`config.mk`:
```
export PLATFORM = sky130hd
export DESIGN_NAME = i2c_start_gen
export DESIGN_NICKNAME = d
export VERILOG_FILES = /design/src/rtl/i2c_start_gen.sv
export SDC_FILE = /design/constraint.sdc
export NUM_CORES = 1
export LEC_CHECK = 0
export BUFFER_PORTS_ARGS = -buffer_cell sky130_fd_sc_hd__buf_2
export CAP_MARGIN = 20
export CORE_AREA = 2 2 60 62
export DETAILED_ROUTE_END_ITERATION = 6
export DIE_AREA = 0 0 62 64
export GPL_TIMING_DRIVEN = 0
export PLACE_DENSITY = 0.75
export SYNTH_ARGS = -nofsm -noshare
export SYNTH_HDL_FRONTEND = slang
export SYNTH_SLANG_ARGS = --single-unit
```
`constraint.sdc`:
```
create_clock -name clk -period 2.78 [get_ports clk]
set_input_delay 0.278 -clock clk [delete_from_list [all_inputs] [get_ports clk]]
set_output_delay 0.278 -clock clk [all_outputs]
set_load 0.05 [all_outputs]
```
`src/rtl/i2c_start_gen.sv`:
```
module i2c_start_gen #(
  parameter int RW = 7,
  parameter int DW = 8,
  parameter int CW = 5
) (
  input  logic          clk,
  input  logic          rst_n,
  input  logic [RW-1:0] reload,
  input  logic          cmd_wr,
  input  logic [CW-1:0] cmd_wdata,
  output logic [CW-1:0] cmd_q,
  input  logic          buf_wr,
  input  logic [DW-1:0] buf_wdata,
  output logic [DW-1:0] buf_q,
  input  logic          flag_wr,
  input  logic [2:0]    flag_wdata,
  input  logic          sda_in,
  input  logic          scl_in,
  output logic          sda_oe,
  output logic          scl_oe,
  output logic          start_seen,
  output logic          done_flag,
  output logic          bcol_flag,
  output logic          wcol_flag
);
  typedef enum logic [1:0] {ST_IDLE, ST_PRE, ST_LOW, ST_HOLD} st_t;

  st_t          st;
  logic [RW-1:0] cnt;
  logic [1:0]   sda_sy, scl_sy;
  logic         sda_ok, scl_ok, busy, expire;

  assign sda_ok = sda_sy[1];
  assign scl_ok = scl_sy[1];
  assign busy   = (st == ST_PRE) || (st == ST_LOW);
  assign expire = (cnt == '0);
  assign sda_oe = (st == ST_LOW) || (st == ST_HOLD);
  assign scl_oe = 1'b0;

  always_ff @(posedge clk or negedge rst_n) begin
    if (!rst_n) begin
      sda_sy <= 2'b11;
      scl_sy <= 2'b11;
    end else begin
      sda_sy <= {sda_sy[0], sda_in};
      scl_sy <= {scl_sy[0], scl_in};
    end
  end

  always_ff @(posedge clk or negedge rst_n) begin
    if (!rst_n) begin
      st         <= ST_IDLE;
      cnt        <= '0;
      cmd_q      <= '0;
      buf_q      <= '0;
      start_seen <= 1'b0;
      done_flag  <= 1'b0;
      bcol_flag  <= 1'b0;
      wcol_flag  <= 1'b0;
    end else begin
      if (flag_wr) begin
        done_flag <= done_flag & flag_wdata[0];
        bcol_flag <= bcol_flag & flag_wdata[1];
        wcol_flag <= wcol_flag & flag_wdata[2];
      end

      if (buf_wr) begin
        if (busy) wcol_flag <= 1'b1;
        else      buf_q     <= buf_wdata;
      end

      case (st)
        ST_IDLE, ST_HOLD: begin
          if (cmd_wr) begin
            cmd_q <= cmd_wdata;
            if (cmd_wdata[0]) begin
              if (sda_ok && scl_ok) begin
                st         <= ST_PRE;
                cnt        <= reload;
                start_seen <= 1'b0;
              end else begin
                st        <= ST_IDLE;
                cmd_q[0]  <= 1'b0;
                bcol_flag <= 1'b1;
              end
            end
          end
        end
        ST_PRE: begin
          if (!scl_ok || (expire && !sda_ok)) begin
            st        <= ST_IDLE;
            cmd_q[0]  <= 1'b0;
            bcol_flag <= 1'b1;
          end else if (expire) begin
            st         <= ST_LOW;
            cnt        <= reload;
            start_seen <= 1'b1;
          end else begin
            cnt <= cnt - 1'b1;
          end
        end
        default: begin
          if (expire) begin
            st        <= ST_HOLD;
            cmd_q[0]  <= 1'b0;
            done_flag <= 1'b1;
          end else begin
            cnt <= cnt - 1'b1;
          end
        end
      endcase
    end
  end
endmodule

```
==> flow_summary.yaml <==
yosys:
  main_combinational_cell_family_by_area_after_synthesis: "compound AO/OA/AOI/OAI gates"
  postSynthAreaPerCell_um2: 11.0
  synth_nets: 178
  synth-adder-area-share: 0.0398
  synth_edf_count: 0
  yosys_warnings: 0
  ys_top_cells_by_area: "dfrtp_1 41%, mux2_2 9.3%, dfstp_2 6.7%"
  asyncSetResetFlopFracSynth: 1.00
  netlist_instances: 143
  synth.top_cells.by_count: "26 x dfrtp_1, 14 x inv_1, 13 x mux2_2, 8 x a21oi_1, 8 x nand2_1"
  sequential_cell_area_fraction_in_the_yosys_report: 0.481
  synth-compound-area-share: 0.190
  synth_xor_area_frac: 0
  post_synth_and_or_nand_nor_area_fraction: 0.116
  synth_top_area_cell: "dfrtp_1"
  yosysUniqueCellTypes: 42
  dominantRegCellSynth: "dfrtp_1"
  syn-cell-area_mm2: 0.00157
  muxShareOfSynthArea: 0.120
  synth_most_common_cell: "dfrtp_1"
  netlist.area_leader.share: 0.414
  synth_seq_cells: 30
drt:
  detail_route.first_pass.iterations: 4
  first_iter_violations: 37
  detail_route.wl_per_cell_um: 13.9
  drc: 0
  drt.antenna.violating_nets: 0
  postRouteWirelength_mm: 3.44
  detail_route.vias_per_cell: 5.35
  dr_total_vias: 1322
place:
  dp_hpwl_mm: 2.59
  portBuffers: 47
  gp_congestion: 0.832
clock_network:
  numClockSinks: 30
  clk_pin_slew_ps: 100
  cts.repair.resized: 0
  numCtsBuffers: 5
  cts-htree-levels: 2
  clk-insertion-delay-late_ps: 330
  clock-root-buffer: "clkbuf_4"
  cts_tree: "built"
  clk_path_buf_depth: 2
worst_hold_path:
  min_to: "buf_q[0]"
  holdCritStartpoint: "buf_wdata[0]"
  worst_hold_stages: 2
  worst_hold_path_type: "primary input to flip-flop"
grt:
  grt_first_pass_wirelength_mm: 5.78
  grt.overflow.total: 0
  first_global_vias: 1344
  globalRoute.busiestLayer: "met2"
  grt_antenna_before_repair: 0
  grt_util_met3: 0.0567
  grt_max_degree: 31
  gr-usage-met2: 0.326
  grt_util_met1: 0.233
  grt_usage: 0.197
worst_setup_path:
  timing.critical_path.slowest_cell_delay_ps: 430
  data_required_time_at_the_worst_endpoint_ps: 2990
  worstSetupStartpointType: "flip-flop"
  critical_path.slowest_cell: "dfrtp_1"
  critPathMaxFanout: 10
  ws_path_type: "flip-flop to flip-flop"
  rr_startpoint: "st[1]"
  ff2ff_path_depth: 8
  setup.worst_path.end_class: "flip-flop"
  regToRegSetupSlack_ps: 510
  crit_chain: "inv_1 > ha_1 > clkbuf_1 > nor2b_1 > o21ai_1 > and2_1 > buf_4 > mux2_1"
  worst-endpoint-arrival_ps: 2480
  worstReg2RegEnd: "cnt[1]"
final_layout:
  insertedDiodeCount: 0
  fillCellCount: 287
  finish.net_count: 235
  multiInputGateArea_um2: 736
  final-seq-area_um2: 756
  flow.area_growth_from_synthesis_pct: 24.3
  final_layout_size_suffix_gt1_frac: 0.408
sta:
  finalHoldViolCount: 0
  setup_viol_count_final: 0
  max_freq_mhz: 441
  period_needed_ps: 2270
  finalCritPeriodShare: 0.816
  totalNegativeSetupSlack_ps: 0
  worst_clock_skew_ps: 5.25
  grt_setup_unrepaired: "false"
  max_slew_margin: 0.579
  worst_pin_slew_ps: 632
  report.final.slew_viol_count: 0
floorplanning:
  die_area_mm2: 0.00397
  die_height_um: 64
  rows: 21
  die_x_um: 62
  placeableCoreArea_mm2: 0.00328
  initial_util: 0.478
  io_pins: 49
run:
  maxCapViolations: 0
status:
  result_of_the_run: "finished clean"
-- flip-flops by register name, summed over array words and instances, names as in the netlist, 2 cells and up --
| register | flops |
|---|---|
| buf_q | 8 |
| cmd_q | 5 |
| cnt | 7 |
| scl_sy | 2 |
| sda_sy | 2 |
| st | 2 |
-- cells by family (layout without fill, tap and decap cells) --
group | count (synthesis) | count (layout)
multiplexers | 17 | 17
buffers and inverters | 19 | 77
adder cells (fa/ha/maj) | 5 | 5
AO/OA/AOI/OAI | 39 | 39
flip-flops | 30 | 30
other | 1 | 1
AND/OR/NAND/NOR | 32 | 32
-- routing by layer --
metal / up-vias / share of wire
li1: 638 / -
met1: 627 / 0.42
met2: 53 / 0.50
met3: 4 / 0.062
met4: 0 / 0.015
met5: - / 0
-- per-stage QoR --
step                utilization  cells  cell area (µm²)  worst slack (ps)  hold slack [ps]
floorplan                     -    143             1570               778            -17.6
global placement          0.567    236             1860               614              334
detailed placement        0.567    236             1860               554              340
CTS                       0.588    245             1930               527             10.0
global route              0.594    247             1950               347              136
finish                    0.594    247             1950               510              177
-- area by class of cell --
class / instances / area share
timing repair buffer: 50 / 0.136
tap: 46 / 0.0295
clock buffer: 5 / 0.0192
inverter: 14 / 0.0269
sequential: 30 / 0.387
buffer: 5 / 0.0135
clock inverter: 3 / 0.0109
multi-input combinational: 94 / 0.377
-- critical path: cells and delay by family, from the launching register on --
kind | cells | cell delay (ps)
fa+ha+maj | 1 | 170
mux | 1 | 330
simple gates | 2 | 400
buf+inv | 3 | 440
compound gates | 1 | 390
flops | 1 | 430
-- timing repair --
| action | 4_1_cts | 5_1_grt |
|---|---|---|
| setup endpoints to repair | 0 | 0 |
| endpoints found under the hold margin | 26 | 2 |
| hold buffers | 1 | 2 |
| buffers inserted | 0 | 0 |
-- worst max path at each step --
stage	startpoint	endpoint
3_5_place_dp	cnt[0]	cnt[1]
3_3_place_gp	cnt[0]	cnt[0]
2_1_floorplan	cnt[0]	cnt[0]
4_1_cts	st[1]	cnt[1]
6_report	st[1]	cnt[1]
5_1_grt	st[1]	cnt[1]
-- placed cells by master (no fill, tap or decap), drive strengths merged, types with 2 or more instances in the layout --
| cell | instances |
|---|---|
| nor3 | 2 |
| dlygate4sd3 | 3 |
| o22ai | 2 |
| nand3 | 3 |
| a31oi | 3 |
| ha | 5 |
| a41o | 2 |
| a22oi | 3 |
| buf | 49 |
| mux2 | 15 |
| clkinv | 2 |
| a32oi | 2 |
| a22o | 2 |
| a21oi | 8 |
| o221ai | 3 |
| o2bb2ai | 2 |
| clkbuf | 8 |
| nand2 | 8 |
| nor2b | 2 |
| dfstp | 4 |
| o21ai | 7 |
| nor2 | 5 |
| nor3b | 2 |
| and2 | 2 |
| dfrtp | 26 |
| nor4 | 3 |
| inv | 14 |
| mux2i | 2 |
Power is not shown: default switching activity piles up to over one toggle a cycle in this logic, so the estimate is an artifact.
